## config.mk

```make
export PLATFORM = sky130hd
export DESIGN_NAME = uart_regfile
export DESIGN_NICKNAME = d
export VERILOG_FILES = /design/src/rtl/uart_rf_pkg.sv /design/src/rtl/uart_rf_decode.sv /design/src/rtl/uart_rf_txhold.sv /design/src/rtl/uart_rf_rxhold.sv /design/src/rtl/uart_rf_cfg.sv /design/src/rtl/uart_regfile.sv
export SDC_FILE = /design/constraint.sdc
export NUM_CORES = 1
export LEC_CHECK = 0
export ABC_AREA = 1
export ABC_CLOCK_PERIOD_IN_PS = 2350
export BUFFER_PORTS_ARGS = -buffer_cell sky130_fd_sc_hd__buf_2
export CORE_MARGIN = 4
export CORE_UTILIZATION = 50
export DETAILED_ROUTE_END_ITERATION = 7
export PLACE_DENSITY = 0.87
export SETUP_SLACK_MARGIN = 0.15
export SLEW_MARGIN = 25
export SYNTH_ARGS = -nofsm -noshare
export SYNTH_HDL_FRONTEND = slang
export SYNTH_HIERARCHICAL = 1
export SYNTH_SLANG_ARGS = --single-unit
```

## constraint.sdc

```tcl
create_clock -name clk -period 2.35 [get_ports clk]
set_clock_uncertainty 0.05 [all_clocks]
set_input_delay 0.47 -clock clk [delete_from_list [all_inputs] [get_ports clk]]
set_output_delay 0.47 -clock clk [all_outputs]
set_load 0.02 [all_outputs]
```

## src/rtl/uart_rf_pkg.sv

```systemverilog
package uart_rf_pkg;
  localparam int BUS_W     = 32;
  localparam int BYTE_W    = 8;
  localparam int RXF_BIT   = 8;
  localparam int TXF_BIT   = 9;
  localparam int MODE_LSB  = 2;
  localparam int MODE_W    = 2;
  localparam int TOV_BIT   = 7;
  localparam int ROV_BIT   = 8;
  localparam int OVR_BIT   = 12;
  localparam int STEP_LSB  = 0;
  localparam int SCALE_LSB = 16;
  localparam int DEF_STEP_W  = 16;
  localparam int DEF_SCALE_W = 12;

  typedef enum logic [1:0] {
    W_DATA = 2'd0,
    W_CTRL = 2'd1,
    W_BAUD = 2'd2,
    W_NONE = 2'd3
  } word_e;

  typedef struct packed {
    logic [MODE_W-1:0] mode;
    logic              tx_force;
    logic              rx_force;
  } ctrl_t;
endpackage

```

## src/rtl/uart_rf_decode.sv

```systemverilog
module uart_rf_decode
  import uart_rf_pkg::*;
#(
  parameter int ADDR_W = 4
) (
  input  logic              bus_sel,
  input  logic              bus_wr,
  input  logic [ADDR_W-1:0] bus_addr,
  output logic              wr_data,
  output logic              wr_ctrl,
  output logic              wr_baud,
  output logic              rd_en,
  output word_e             word
);
  localparam int IDX_W = ADDR_W - 2;

  logic [IDX_W-1:0] idx;
  logic             unused_lo;

  assign idx       = bus_addr[ADDR_W-1:2];
  assign unused_lo = ^bus_addr[1:0];

  always_comb begin
    if (idx == IDX_W'(0))      word = W_DATA;
    else if (idx == IDX_W'(1)) word = W_CTRL;
    else if (idx == IDX_W'(2)) word = W_BAUD;
    else                       word = W_NONE;
  end

  assign wr_data = bus_sel && bus_wr && (word == W_DATA);
  assign wr_ctrl = bus_sel && bus_wr && (word == W_CTRL);
  assign wr_baud = bus_sel && bus_wr && (word == W_BAUD);
  assign rd_en   = bus_sel && !bus_wr;
endmodule

```

## src/rtl/uart_rf_txhold.sv

```systemverilog
module uart_rf_txhold #(
  parameter int BYTE_W = 8
) (
  input  logic              clk,
  input  logic              rst_n,
  input  logic              load,
  input  logic [BYTE_W-1:0] load_byte,
  output logic              tx_valid,
  input  logic              tx_ready,
  output logic [BYTE_W-1:0] tx_data
);
  logic              busy_q;
  logic [BYTE_W-1:0] byte_q;
  logic              take;

  // a launch is only honoured while the holding register is free
  assign take = load && !busy_q;

  always_ff @(posedge clk) begin
    if (!rst_n) begin
      busy_q <= 1'b0;
      byte_q <= '0;
    end else if (take) begin
      busy_q <= 1'b1;
      byte_q <= load_byte;
    end else if (busy_q && tx_ready) begin
      busy_q <= 1'b0;
    end
  end

  assign tx_valid = busy_q;
  assign tx_data  = byte_q;
endmodule

```

## src/rtl/uart_rf_rxhold.sv

```systemverilog
module uart_rf_rxhold #(
  parameter int BYTE_W = 8
) (
  input  logic              clk,
  input  logic              rst_n,
  input  logic              rx_valid,
  input  logic [BYTE_W-1:0] rx_data,
  input  logic              ack,
  output logic              full,
  output logic [BYTE_W-1:0] held,
  output logic              lost
);
  logic              full_q;
  logic [BYTE_W-1:0] held_q;
  logic              room;

  // an acknowledge in the same cycle frees the slot for the arriving byte
  assign room = !full_q || ack;
  assign lost = rx_valid && !room;

  always_ff @(posedge clk) begin
    if (!rst_n) begin
      full_q <= 1'b0;
      held_q <= '0;
    end else if (rx_valid && room) begin
      full_q <= 1'b1;
      held_q <= rx_data;
    end else if (ack) begin
      full_q <= 1'b0;
    end
  end

  assign full = full_q;
  assign held = held_q;
endmodule

```

## src/rtl/uart_rf_cfg.sv

```systemverilog
module uart_rf_cfg
  import uart_rf_pkg::*;
#(
  parameter int SCALE_W = 12,
  parameter int STEP_W  = 16,
  localparam int CW     = SCALE_LSB + SCALE_W
) (
  input  logic               clk,
  input  logic               rst_n,
  input  logic               wr_ctrl,
  input  logic               wr_baud,
  input  logic [CW-1:0]      wdata,
  input  logic               lost,
  output ctrl_t              ctrl,
  output logic               ovr,
  output logic [SCALE_W-1:0] scale,
  output logic [STEP_W-1:0]  step
);
  ctrl_t              ctrl_q;
  logic               ovr_q;
  logic [SCALE_W-1:0] scale_q;
  logic [STEP_W-1:0]  step_q;

  always_ff @(posedge clk) begin
    if (!rst_n) begin
      ctrl_q <= '0;
    end else if (wr_ctrl) begin
      ctrl_q.mode     <= wdata[MODE_LSB +: MODE_W];
      ctrl_q.tx_force <= wdata[TOV_BIT];
      ctrl_q.rx_force <= wdata[ROV_BIT];
    end
  end

  // sticky: a new loss outranks a clearing write in the same cycle
  always_ff @(posedge clk) begin
    if (!rst_n)                        ovr_q <= 1'b0;
    else if (lost)                     ovr_q <= 1'b1;
    else if (wr_ctrl && wdata[OVR_BIT]) ovr_q <= 1'b0;
  end

  always_ff @(posedge clk) begin
    if (!rst_n) begin
      scale_q <= '0;
      step_q  <= '0;
    end else if (wr_baud) begin
      scale_q <= wdata[SCALE_LSB +: SCALE_W];
      step_q  <= wdata[STEP_LSB +: STEP_W];
    end
  end

  assign ctrl  = ctrl_q;
  assign ovr   = ovr_q;
  assign scale = scale_q;
  assign step  = step_q;
endmodule

```

## src/rtl/uart_regfile.sv

```systemverilog
module uart_regfile
  import uart_rf_pkg::*;
#(
  parameter int ADDR_W  = 4,
  parameter int SCALE_W = DEF_SCALE_W,
  parameter int STEP_W  = DEF_STEP_W
) (
  input  logic               clk,
  input  logic               rst_n,
  input  logic               bus_sel,
  input  logic               bus_wr,
  input  logic [ADDR_W-1:0]  bus_addr,
  input  logic [BUS_W-1:0]   bus_wdata,
  output logic [BUS_W-1:0]   bus_rdata,
  output logic               tx_valid,
  input  logic               tx_ready,
  output logic [BYTE_W-1:0]  tx_data,
  input  logic               rx_valid,
  input  logic [BYTE_W-1:0]  rx_data,
  output logic [MODE_W-1:0]  if_mode,
  output logic               tx_rdy_force,
  output logic               rx_rdy_force,
  output logic [SCALE_W-1:0] baud_scale,
  output logic [STEP_W-1:0]  baud_step
);
  localparam int CW = SCALE_LSB + SCALE_W;

  logic              wr_data, wr_ctrl, wr_baud, rd_en;
  word_e             word;
  logic              rx_full, lost, ovr_flag;
  logic [BYTE_W-1:0] rx_byte;
  ctrl_t             ctrl;
  logic [BUS_W-1:0]  rd_mux;
  logic [BUS_W-1:0]  rdata_q;
  logic              unused_hi;

  assign unused_hi = ^bus_wdata[BUS_W-1:CW];

  uart_rf_decode #(.ADDR_W(ADDR_W)) u_dec (
    .bus_sel (bus_sel),
    .bus_wr  (bus_wr),
    .bus_addr(bus_addr),
    .wr_data (wr_data),
    .wr_ctrl (wr_ctrl),
    .wr_baud (wr_baud),
    .rd_en   (rd_en),
    .word    (word)
  );

  uart_rf_txhold #(.BYTE_W(BYTE_W)) u_tx (
    .clk      (clk),
    .rst_n    (rst_n),
    .load     (wr_data && bus_wdata[TXF_BIT]),
    .load_byte(bus_wdata[BYTE_W-1:0]),
    .tx_valid (tx_valid),
    .tx_ready (tx_ready),
    .tx_data  (tx_data)
  );

  uart_rf_rxhold #(.BYTE_W(BYTE_W)) u_rx (
    .clk     (clk),
    .rst_n   (rst_n),
    .rx_valid(rx_valid),
    .rx_data (rx_data),
    .ack     (wr_data && bus_wdata[RXF_BIT]),
    .full    (rx_full),
    .held    (rx_byte),
    .lost    (lost)
  );

  uart_rf_cfg #(.SCALE_W(SCALE_W), .STEP_W(STEP_W)) u_cfg (
    .clk    (clk),
    .rst_n  (rst_n),
    .wr_ctrl(wr_ctrl),
    .wr_baud(wr_baud),
    .wdata  (bus_wdata[CW-1:0]),
    .lost   (lost),
    .ctrl   (ctrl),
    .ovr    (ovr_flag),
    .scale  (baud_scale),
    .step   (baud_step)
  );

  always_comb begin
    rd_mux = '0;
    case (word)
      W_DATA: begin
        rd_mux[BYTE_W-1:0] = rx_byte;
        rd_mux[RXF_BIT]    = rx_full;
        rd_mux[TXF_BIT]    = !tx_valid;
      end
      W_CTRL: begin
        rd_mux[MODE_LSB +: MODE_W] = ctrl.mode;
        rd_mux[TOV_BIT]            = ctrl.tx_force;
        rd_mux[ROV_BIT]            = ctrl.rx_force;
        rd_mux[OVR_BIT]            = ovr_flag;
      end
      W_BAUD: begin
        rd_mux[STEP_LSB +: STEP_W]   = baud_step;
        rd_mux[SCALE_LSB +: SCALE_W] = baud_scale;
      end
      default: rd_mux = '0;
    endcase
  end

  always_ff @(posedge clk) begin
    if (!rst_n)     rdata_q <= '0;
    else if (rd_en) rdata_q <= rd_mux;
  end

  assign bus_rdata    = rdata_q;
  assign if_mode      = ctrl.mode;
  assign tx_rdy_force = ctrl.tx_force;
  assign rx_rdy_force = ctrl.rx_force;
endmodule

```

==> results of run 1 <==
[routing by layer]
metal	vias to the layer above	global-route usage [%]	share of wire (%)
met5	-	0	0
met4	0	9.07	1.7
met3	13	5.84	9.1
met2	131	36.4	48
met1	1430	25.9	41
li1	1586	-	-
[cell families after synthesis]
family                   after synthesis
AND/OR/NAND/NOR                      233
flip-flops                            79
buffers and inverters                 67
AO/OA/AOI/OAI                         66
adder cells (fa/ha/maj)                4
other                                  1
[placed cells by master, fill, tap and decap left out]
| cell type | Yosys | layout |
|---|---|---|
| buf_2 | 3 | 112 |
| nand2_1 | 105 | 105 |
| nor2_1 | 93 | 92 |
| dfxtp_1 | 79 | 79 |
| inv_1 | 36 | 36 |
| o21ai_0 | 31 | 31 |
| a21oi_1 | 31 | 31 |
| nand3_1 | 22 | 22 |
| clkbuf_8 | 0 | 10 |
| nor2_2 | 4 | 5 |
| ha_1 | 4 | 4 |
| conb_1 | 1 | 4 |
| nand2_2 | 3 | 3 |
| inv_2 | 3 | 3 |
| nand3_2 | 3 | 3 |
| buf_4 | 6 | 3 |
| nand2_4 | 2 | 2 |
| clkinv_2 | 0 | 2 |
| bufinv_16 | 0 | 2 |
| o21ai_1 | 2 | 2 |
| diode_2 | 0 | 1 |
| inv_4 | 1 | 1 |
| clkbuf_1 | 3 | 1 |
| inv_8 | 1 | 1 |
| a21boi_1 | 1 | 1 |
| nor2_4 | 1 | 1 |
| a21boi_0 | 1 | 1 |
[cell type report]
type	count	area, um^2
flip-flops and latches	79	1580
multi-input cells	307	1360
clock buffers	11	141
fillers	578	2420
diodes	1	2.50
inverters	41	164
repair buffers	115	583
clock inverters	4	70.1
well taps	77	96.3
[metrics by stage]
step / hold slack (ns) / total power, mW / std cells / worst slack (ns) / area (um^2)
CTS: 0.294 / 2.76 / 634 / 0.797 / 4000
finish: 0.310 / 2.74 / 635 / 0.827 / 4000
floorplan: 0.384 / 1.61 / 453 / 0.831 / 3340
global placement: 0.399 / 1.69 / 619 / 0.602 / 3790
detailed placement: 0.403 / 1.69 / 619 / 0.554 / 3790
global route: 0.302 / 2.86 / 635 / 0.759 / 4000
[Yosys cell counts (all sizes together)]
cell / n / area (um^2)
inv: 41 / 164
nand2: 110 / 435
nor2: 98 / 385
nand3: 25 / 140
a21oi: 31 / 155
clkbuf: 6 / 28.8
o21ai: 33 / 165
dfxtp: 79 / 1580
ha: 4 / 50.1
a21boi: 2 / 15.0
conb: 1 / 3.75
buf: 20 / 209
[worst paths after layout]
kind | slack [ns] | to | from | depth (start not counted)
hold reg to reg | 0.41 | bus_rdata[20] | bus_rdata[20] | 2
setup reg to reg | 1.40 | u_tx/tx_data[6] | u_tx/tx_valid | 4
hold / removal | 0.31 | u_cfg/step[15] | bus_wdata[15] | 3
setup / recovery | 0.83 | tx_valid | u_tx/tx_valid | 1
[power groups by stage]
stage / Clock (mW) / Combinational [mW] / Sequential, mW
floorplan: 0 / 0.149 / 1.46
global placement: 0 / 0.251 / 1.44
detailed placement: 0 / 0.256 / 1.44
CTS: 1.10 / 0.257 / 1.41
global route: 1.17 / 0.288 / 1.41
finish: 1.08 / 0.257 / 1.41
[state kept, by name, indices dropped and copies added (netlist names)]
register	count
bus_rdata	28
u_cfg/ctrl	4
u_cfg/ovr	1
u_cfg/scale	12
u_cfg/step	16
u_rx/full	1
u_rx/held	8
u_tx/tx_data	8
u_tx/tx_valid	1
==> reports/results.txt, run 1 <==
YS warnings -> 6
Compound-Gate Fraction of Synth Area -> 10.1%
Post-synthesis simple-gate area fraction -> 28.8%
Cell Area, Synth -> 3330 um^2
Gate power share -> 9.4%
RSZ-0062 raised after global routing -> false
Input/output buffers -> 112
Hold buffer count at CTS -> 0
Routed Antenna Nets -> 0
Crit-path slowest cell -> dfxtp_1
Detailed Place HPWL -> 6150 um
Syn_area_per_cell -> 7.41 um^2
Largest net degree at the start of global routing -> 42
NumNets Final -> 607
DRC viols -> 0
Top Ports -> 123
Clock-pin slew on the worst setup and hold paths -> 0.08 ns
Final period util -> 64.8%
Vias -> 3,160
CTS tree -> done
Critical path's top delay family -> flip-flops
Share of cells above drive strength 1 -> 26.6%
Num rows -> 29
Min-delay worst type -> in2reg
Worst Setup Path Type -> reg2out
CTS Buf Count -> 9
Max-cap violations -> 0
Final Wtd Congestion -> 0.914
Crit-path max cell delay -> 0.45 ns
Sw Pwr -> 657 uW
CP max FO -> 5
Initial Utilization -> 51.9%
Fin. max-slew vios -> 0
Worst setup EP type -> primary output
Startpoint type of the worst setup path -> register
Final setup fails -> 0
Chip Width -> 89.6 um
Yosys reg bits -> 79
CP required -> 1.83 ns
Clock Power Share -> 39.3%
PwrDens -> 685 nW/um^2
DRT iter0 DRCs -> 163
Flop pwr share -> 51.3%
Final hold vios -> 0
Setup TNS -> 0 ns
LEAKAGE -> 2.13 nW
Slew headroom -> 49.8%
Die ar. -> 8040 um^2
Setup repair bufs after CTS -> 0
Mux contribution to synthesized area -> 0%
All-Layer GR Usage -> 21.6%
Outcome -> finished clean
Worst Tran Pin Value -> 0.753 ns
Number of global-route vias before repair -> 2,939
Synth Area in XOR/XNOR -> 0%
WL final -> 8460 um
Synth cell types -> 28
Pint -> 2.08 mW
Sw Share -> 24.0%
Clock sinks -> 79
Cts repair resizes -> 0
Crit path buf inv count -> 1
CTS max path bufs -> 2
Largest family of logic cells by synthesized area -> simple AND/OR/NAND/NOR gates
Area delta synth->final -> 20.1%
H-tree levels -> 3
Fmax -> 0.656 GHz
Register area share after synthesis -> 47.4%
Gate Count Post-Synth -> 450
Via/cell ratio -> 4.98
Final Core Density -> 62.3%
Adder-Cell Fraction of Synth Area -> 1.50%
Crit path cell chain -> buf_2
Pre-Repair DR Iteration Count -> 4
First-pass GRT wire length -> 13,400 um
VDD IR max -> 425 uV
Wirelength per Cell -> 13.3 um
Initial antenna violation count -> 1
Core area -> 6420 um^2
Min Tclk post-route -> 1.52 ns
Root Buffer -> clkbuf_8
Arrival @ worst endpoint -> 1.00 ns
Die height -> 89.6 um
Clock Latency Late Sink -> 0.34 ns
Congestion Overflow GR -> 0
No activity file was read; power rests on OpenSTA's default activity.
==> inputs of run 2 (changes only) <==
- ABC_CLOCK_PERIOD_IN_PS: 2350 -> 1480
- CORE_UTILIZATION: 50 -> 49
- PLACE_DENSITY: 0.87 -> 0.85
- clock period: 2.35 -> 1.48 ns (I/O delays scaled with it)
==> run 2 against run 1 <==
Net effect: core utilization rose by 0.91 points; sequential power rose by 58%; wire length rose by 0.84%; worst hold slack got worse by 0.18 ns; combinational power rose by 68%; critical endpoint is now tx_rdy_force; setup slack got worse by 0.63 ns; sequential share of layout area fell by 0.73 points; flip-flop and latch count did not move.
==> reports/results.txt, run 2 (synthesis gave the netlist of run 1 again) <==
Crit path buf inv count -> 1 (unchanged)
DRC viols -> 0 (unchanged)
Wirelength per Cell -> 13.2 um (was 13.3 um)
RR Startpoint -> u_rx/full (was u_tx/tx_valid)
R2r setup slk -> 0.50 ns (was 1.40 ns)
CP required -> 1.13 ns (was 1.83 ns)
Clock sinks -> 79 (unchanged)
DRT iter0 DRCs -> 153 (was 163)
Top Ports -> 123 (unchanged)
Crit path cell chain -> buf_2 (unchanged)
All-Layer GR Usage -> 20.7% (was 21.6%)
Placement Cell Area -> 3890 um^2 (was 3790 um^2)
PwrDens -> 1030 nW/um^2 (was 685 nW/um^2)
Final setup fails -> 0 (unchanged)
Worst setup EP type -> primary output (unchanged)
Fmax -> 0.781 GHz
Core area -> 6460 um^2 (was 6420 um^2)
Clock Power Share -> 36.8% (was 39.3%)
Most common cell after layout, fill and taps aside -> buf_2 (unchanged)
Worst Setup Path Type -> reg2out (unchanged)
WL final -> 8530 um (was 8460 um)
CP max FO -> 3 (was 5)
H-tree levels -> 3 (unchanged)
Hold_ws -> 0.127 ns (was 0.310 ns)
Area delta synth->final -> 22.5% (was 20.1%)
Final Core Density -> 63.2% (was 62.3%)
Num rows -> 29 (unchanged)
Max reg flops -> 28 (unchanged)
Setup TNS -> 0 ns (unchanged)
Min Tclk post-route -> 1.28 ns
CTS max path bufs -> 2 (unchanged)
Pre-Repair DR Iteration Count -> 4 (unchanged)
Max-cap violations -> 0 (unchanged)
Fin. max-slew vios -> 0 (unchanged)
Final period util -> 86.5%
Setup repair bufs after CTS -> 0 (unchanged)
CTS tree -> done (unchanged)
Routed Antenna Nets -> 0 (unchanged)
Gate power share -> 10.2% (was 9.4%)
Number of global-route vias before repair -> 3,044 (was 2,939)
Sw Share -> 25.0% (was 24.0%)
Crit-path slowest cell -> dfxtp_1 (unchanged)
Congestion Overflow GR -> 0 (unchanged)
CTS Buf Count -> 9 (unchanged)
Outcome -> finished clean (unchanged)
Critical Path Source -> u_cfg/ctrl[1] (was u_tx/tx_valid)
Vias -> 3,182 (was 3,160)
Final Wtd Congestion -> 0.904 (was 0.914)
NumNets Final -> 615 (was 607)
Hold Startpoint -> bus_wdata[24] (was bus_wdata[15])
Share of cells above drive strength 1 -> 28.1% (was 26.6%)
Via/cell ratio -> 4.94 (was 4.98)
Root Buffer -> clkbuf_8 (unchanged)
Flop pwr share -> 53.0% (was 51.3%)
Fin area -> 4080 um^2 (was 4000 um^2)
Largest net degree at the start of global routing -> 58 (was 42)
Most frequent cells in the layout -> buf_2, nand2_1, nor2_1 (unchanged)
Clock-pin slew on the worst setup and hold paths -> 0.08 ns (about the same)
Min-delay worst type -> in2reg (unchanged)
Crit-path max cell delay -> 0.40 ns (was 0.45 ns)
Reg area -> 1580 um^2 (about the same)
Critical path's top delay family -> flip-flops (unchanged)
Final hold vios -> 0 (unchanged)
Pint -> 3.16 mW (was 2.08 mW)
Arrival @ worst endpoint -> 0.93 ns (was 1.00 ns)
Clock Latency Late Sink -> 0.34 ns (about the same)
Sw Pwr -> 1.05 mW (was 657 uW)
Die ar. -> 8190 um^2 (was 8040 um^2)
Chip Width -> 90.5 um (was 89.6 um)
Initial Utilization -> 51.6% (was 51.9%)
Startpoint type of the worst setup path -> register (unchanged)
Hold path endpoint -> u_cfg/scale[8] (was u_cfg/step[15])
Input/output buffers -> 112 (unchanged)
LEAKAGE -> 2.17 nW (was 2.13 nW)
Worst Hold Depth -> 3 (unchanged)
RSZ-0062 raised after global routing -> false (unchanged)
Reg2reg end -> u_cfg/ovr (was u_tx/tx_data[6])
Area of the multi-input gates -> 1370 um^2 (was 1360 um^2)
Die height -> 90.5 um (was 89.6 um)
Initial antenna violation count -> 1 (unchanged)
Detailed Place HPWL -> 6160 um (was 6150 um)
Reg2Reg Depth -> 4 (unchanged)
First-pass GRT wire length -> 14,000 um (was 13,400 um)
Hold buffer count at CTS -> 0 (unchanged)
Fill cells -> 572 (was 578)
VDD IR max -> 577 uV (was 425 uV)
run 2: through the flow:
| step | cells | power (mW) | setup slack [ns] |
|---|---|---|---|
| after global routing | 644 | 4.41 | 0.153 |
| after floorplan | 453 | 2.56 | 0.190 |
| after detailed placement | 627 | 2.71 | 0.0216 |
| after global placement | 627 | 2.70 | 0.101 |
| after CTS | 643 | 4.25 | 0.181 |
| final | 644 | 4.22 | 0.200 |
run 2: worst max-delay path by stage:
stage / cells past startpoint / end / slack [ns]
floorplan: 10 / bus_rdata[6] / 0.19
global placement: 8 / bus_rdata[24] / 0.10
detailed placement: 8 / bus_rdata[13] / 0.02
CTS: 1 / baud_step[5] / 0.18
global route: 1 / baud_step[5] / 0.15
finish: 1 / tx_rdy_force / 0.20
run 2: tightest hold or removal path, delay by kind of cell:
family	cells	cell delay [ns]
and+or+nand+nor	2	0.11
buffers and inverters	1	0.07
run 2: repair_timing:
| item | in CTS | in global routing |
|---|---|---|
| endpoints found under the setup margin | 2 | 0 |
| hold endpoints to repair | 0 | 0 |
| resized for setup | 2 | 0 |
run 2: final cells by class:
type / count / share of cell area [%]
Sequential cell: 79 / 38.8
Antenna cell: 1 / 0.0613
Multi-Input combinational cell: 307 / 33.5
Inverter: 41 / 4.01
Clock inverter: 4 / 1.10
Clock buffer: 12 / 3.55
Tap cell: 77 / 2.36
Timing Repair Buffer: 123 / 16.7
run 2: power by group through the flow:
stage / combinational, mW / sequential, mW / clock, mW
global route: 0.478 / 2.24 / 1.69
CTS: 0.430 / 2.23 / 1.59
floorplan: 0.237 / 2.32 / 0
global placement: 0.420 / 2.28 / 0
detailed placement: 0.427 / 2.28 / 0
finish: 0.431 / 2.23 / 1.55
run 2: routing by layer:
layer / wire, um / vias to the layer above / GRT usage (%)
met3: 600 / 18 / 5.17
met2: 4100 / 125 / 34.7
met1: 3620 / 1433 / 24.9
met4: 212 / 0 / 9.44
met5: 0 / - / 0
li1: - / 1606 / -
==> inputs of run 3 (changes only) <==
- ABC_CLOCK_PERIOD_IN_PS: 1480 -> unset
- clock period: 1.48 -> 1.36 ns (I/O delays scaled with it)
==> run 3 against run 2 <==
Net effect: sequential power rose by 9%; core utilization is 5.0 points higher; non-clock buffer count grew 9; sequential share of layout area is 1.6 points lower; global-route usage up 0.71 points; clock power up 42%; final area is 8.0% higher.
==> reports/results.txt, run 3 (synthesis gave the netlist of run 1 again) <==
LEAKAGE -> 2.26 nW (was 2.17 nW)
Setup TNS -> 0 ns (unchanged)
Via/cell ratio -> 4.97 (was 4.94)
Arrival @ worst endpoint -> 0.89 ns (was 0.93 ns)
Min Tclk post-route -> 1.21 ns
Number of global-route vias before repair -> 3,054 (was 3,044)
Detailed Place HPWL -> 6320 um (was 6160 um)
Crit-path max cell delay -> 0.40 ns (about the same)
Area delta synth->final -> 32.3% (was 22.5%)
Die height -> 90.5 um (unchanged)
Chip Width -> 90.5 um (unchanged)
Clock sinks -> 79 (unchanged)
Root Buffer -> clkbuf_8 (unchanged)
WL final -> 9090 um (was 8530 um)
Clock Latency Late Sink -> 0.34 ns (about the same)
Hold_ws -> 0.0982 ns (was 0.127 ns)
Core area -> 6460 um^2 (unchanged)
Final Wtd Congestion -> 0.901 (was 0.904)
Hold buffer count at CTS -> 0 (unchanged)
Final hold vios -> 0 (unchanged)
Crit path buf inv count -> 1 (unchanged)
Area of the multi-input gates -> 1380 um^2 (was 1370 um^2)
DRC viols -> 0 (unchanged)
Routed Antenna Nets -> 0 (unchanged)
Die ar. -> 8190 um^2 (unchanged)
R2r setup slk -> 0.41 ns (was 0.50 ns)
CP required -> 1.04 ns (was 1.13 ns)
Input/output buffers -> 112 (unchanged)
Final Core Density -> 68.3% (was 63.2%)
Largest net degree at the start of global routing -> 29 (was 58)
PwrDens -> 1170 nW/um^2 (was 1030 nW/um^2)
RSZ-0062 raised after global routing -> true (was false)
Max reg flops -> 28 (unchanged)
Clock-pin slew on the worst setup and hold paths -> 0.09 ns (was 0.08 ns)
Most common cell after layout, fill and taps aside -> nand2_1 (was buf_2)
Fin. max-slew vios -> 0 (unchanged)
Vias -> 3,243 (was 3,182)
Fill cells -> 509 (was 572)
DRT iter0 DRCs -> 179 (was 153)
Worst setup EP type -> primary output (unchanged)
Share of cells above drive strength 1 -> 35.8% (was 28.1%)
Fin cells -> 653 (was 644)
Min-delay worst type -> in2reg (unchanged)
VDD IR max -> 823 uV (was 577 uV)
Final setup fails -> 0 (unchanged)
Startpoint type of the worst setup path -> register (unchanged)
H-tree levels -> 3 (unchanged)
Fmax -> 0.827 GHz
Total Power -> 5.15 mW (was 4.22 mW)
Max-cap violations -> 0 (unchanged)
Outcome -> finished clean (unchanged)
First-pass GRT wire length -> 14,400 um (was 14,000 um)
Initial Utilization -> 51.6% (unchanged)
NumNets Final -> 624 (was 615)
All-Layer GR Usage -> 21.4% (was 20.7%)
CTS tree -> done (unchanged)
Top Ports -> 123 (unchanged)
CTS Buf Count -> 9 (unchanged)
Initial antenna violation count -> 1 (unchanged)
Final period util -> 89.0%
Reg area -> 1640 um^2 (was 1580 um^2)
Crit path cell chain -> buf_4 (was buf_2)
CP max FO -> 5 (was 3)
Wirelength per Cell -> 13.9 um (was 13.2 um)
Worst Setup Path Type -> reg2out (unchanged)
CTS max path bufs -> 2 (unchanged)
Placed Cells -> 630 (was 627)
Pre-Repair DR Iteration Count -> 4 (unchanged)
Crit-path slowest cell -> dfxtp_4 (was dfxtp_1)
Critical path's top delay family -> flip-flops (unchanged)
Congestion Overflow GR -> 0 (unchanged)
Most frequent cells in the layout -> nand2_1, nor2_1, buf_4 (was buf_2, nand2_1, nor2_1)
Num rows -> 29 (unchanged)
==> run 3: metal layers <==
metal | global-route usage [%] | up-vias | part of all wire, %
li1 | - | 1629 | -
met1 | 24.7 | 1473 | 40
met2 | 36.8 | 126 | 51
met3 | 5.67 | 15 | 6.4
met4 | 10.2 | 0 | 2.2
met5 | 0 | - | 0
==> run 3: repair_timing <==
| item | in CTS | in global routing |
|---|---|---|
| gates resized for setup | 48 | 44 |
| endpoints found under the hold margin | 0 | 0 |
| setup buffers | 1 | 5 |
| setup endpoints to repair | 32 | 43 |
==> run 3: report_power, final <==
| part | leakage (nW) | internal (mW) | switching [mW] |
|---|---|---|---|
| Clock | 0.127 | 1.28 | 0.917 |
| Sequential | 0.660 | 2.38 | 0.0528 |
| Combinational | 1.48 | 0.210 | 0.308 |
| Total | 2.26 | 3.88 | 1.28 |
==> run 3: final cells by class <==
type / count / share of cell area (%)
diodes: 1 / 0.0568
clock buffers: 10 / 3.12
clock inverters: 6 / 2.64
inverters: 41 / 3.72
multi-input cells: 307 / 31.2
flip-flops and latches: 79 / 37.1
well taps: 77 / 2.19
repair buffers: 132 / 19.9
==> run 3: stage by stage <==
step	setup slack [ns]	instance area (um^2)
floorplan	0.169	3360
global placement	0.0498	3920
detailed placement	-0.000753	3920
CTS	0.107	4280
global route	0.107	4410
finish	0.150	4410
==> run 3: path summary, 6_finish.rpt <==
check,to,cells after the start,startpoint
hold / removal,u_cfg/scale[0],3,bus_wdata[16]
hold reg to reg,bus_rdata[23],2,bus_rdata[23]
setup / recovery,tx_valid,1,u_tx/tx_valid
setup reg to reg,u_rx/held[0],3,u_rx/full
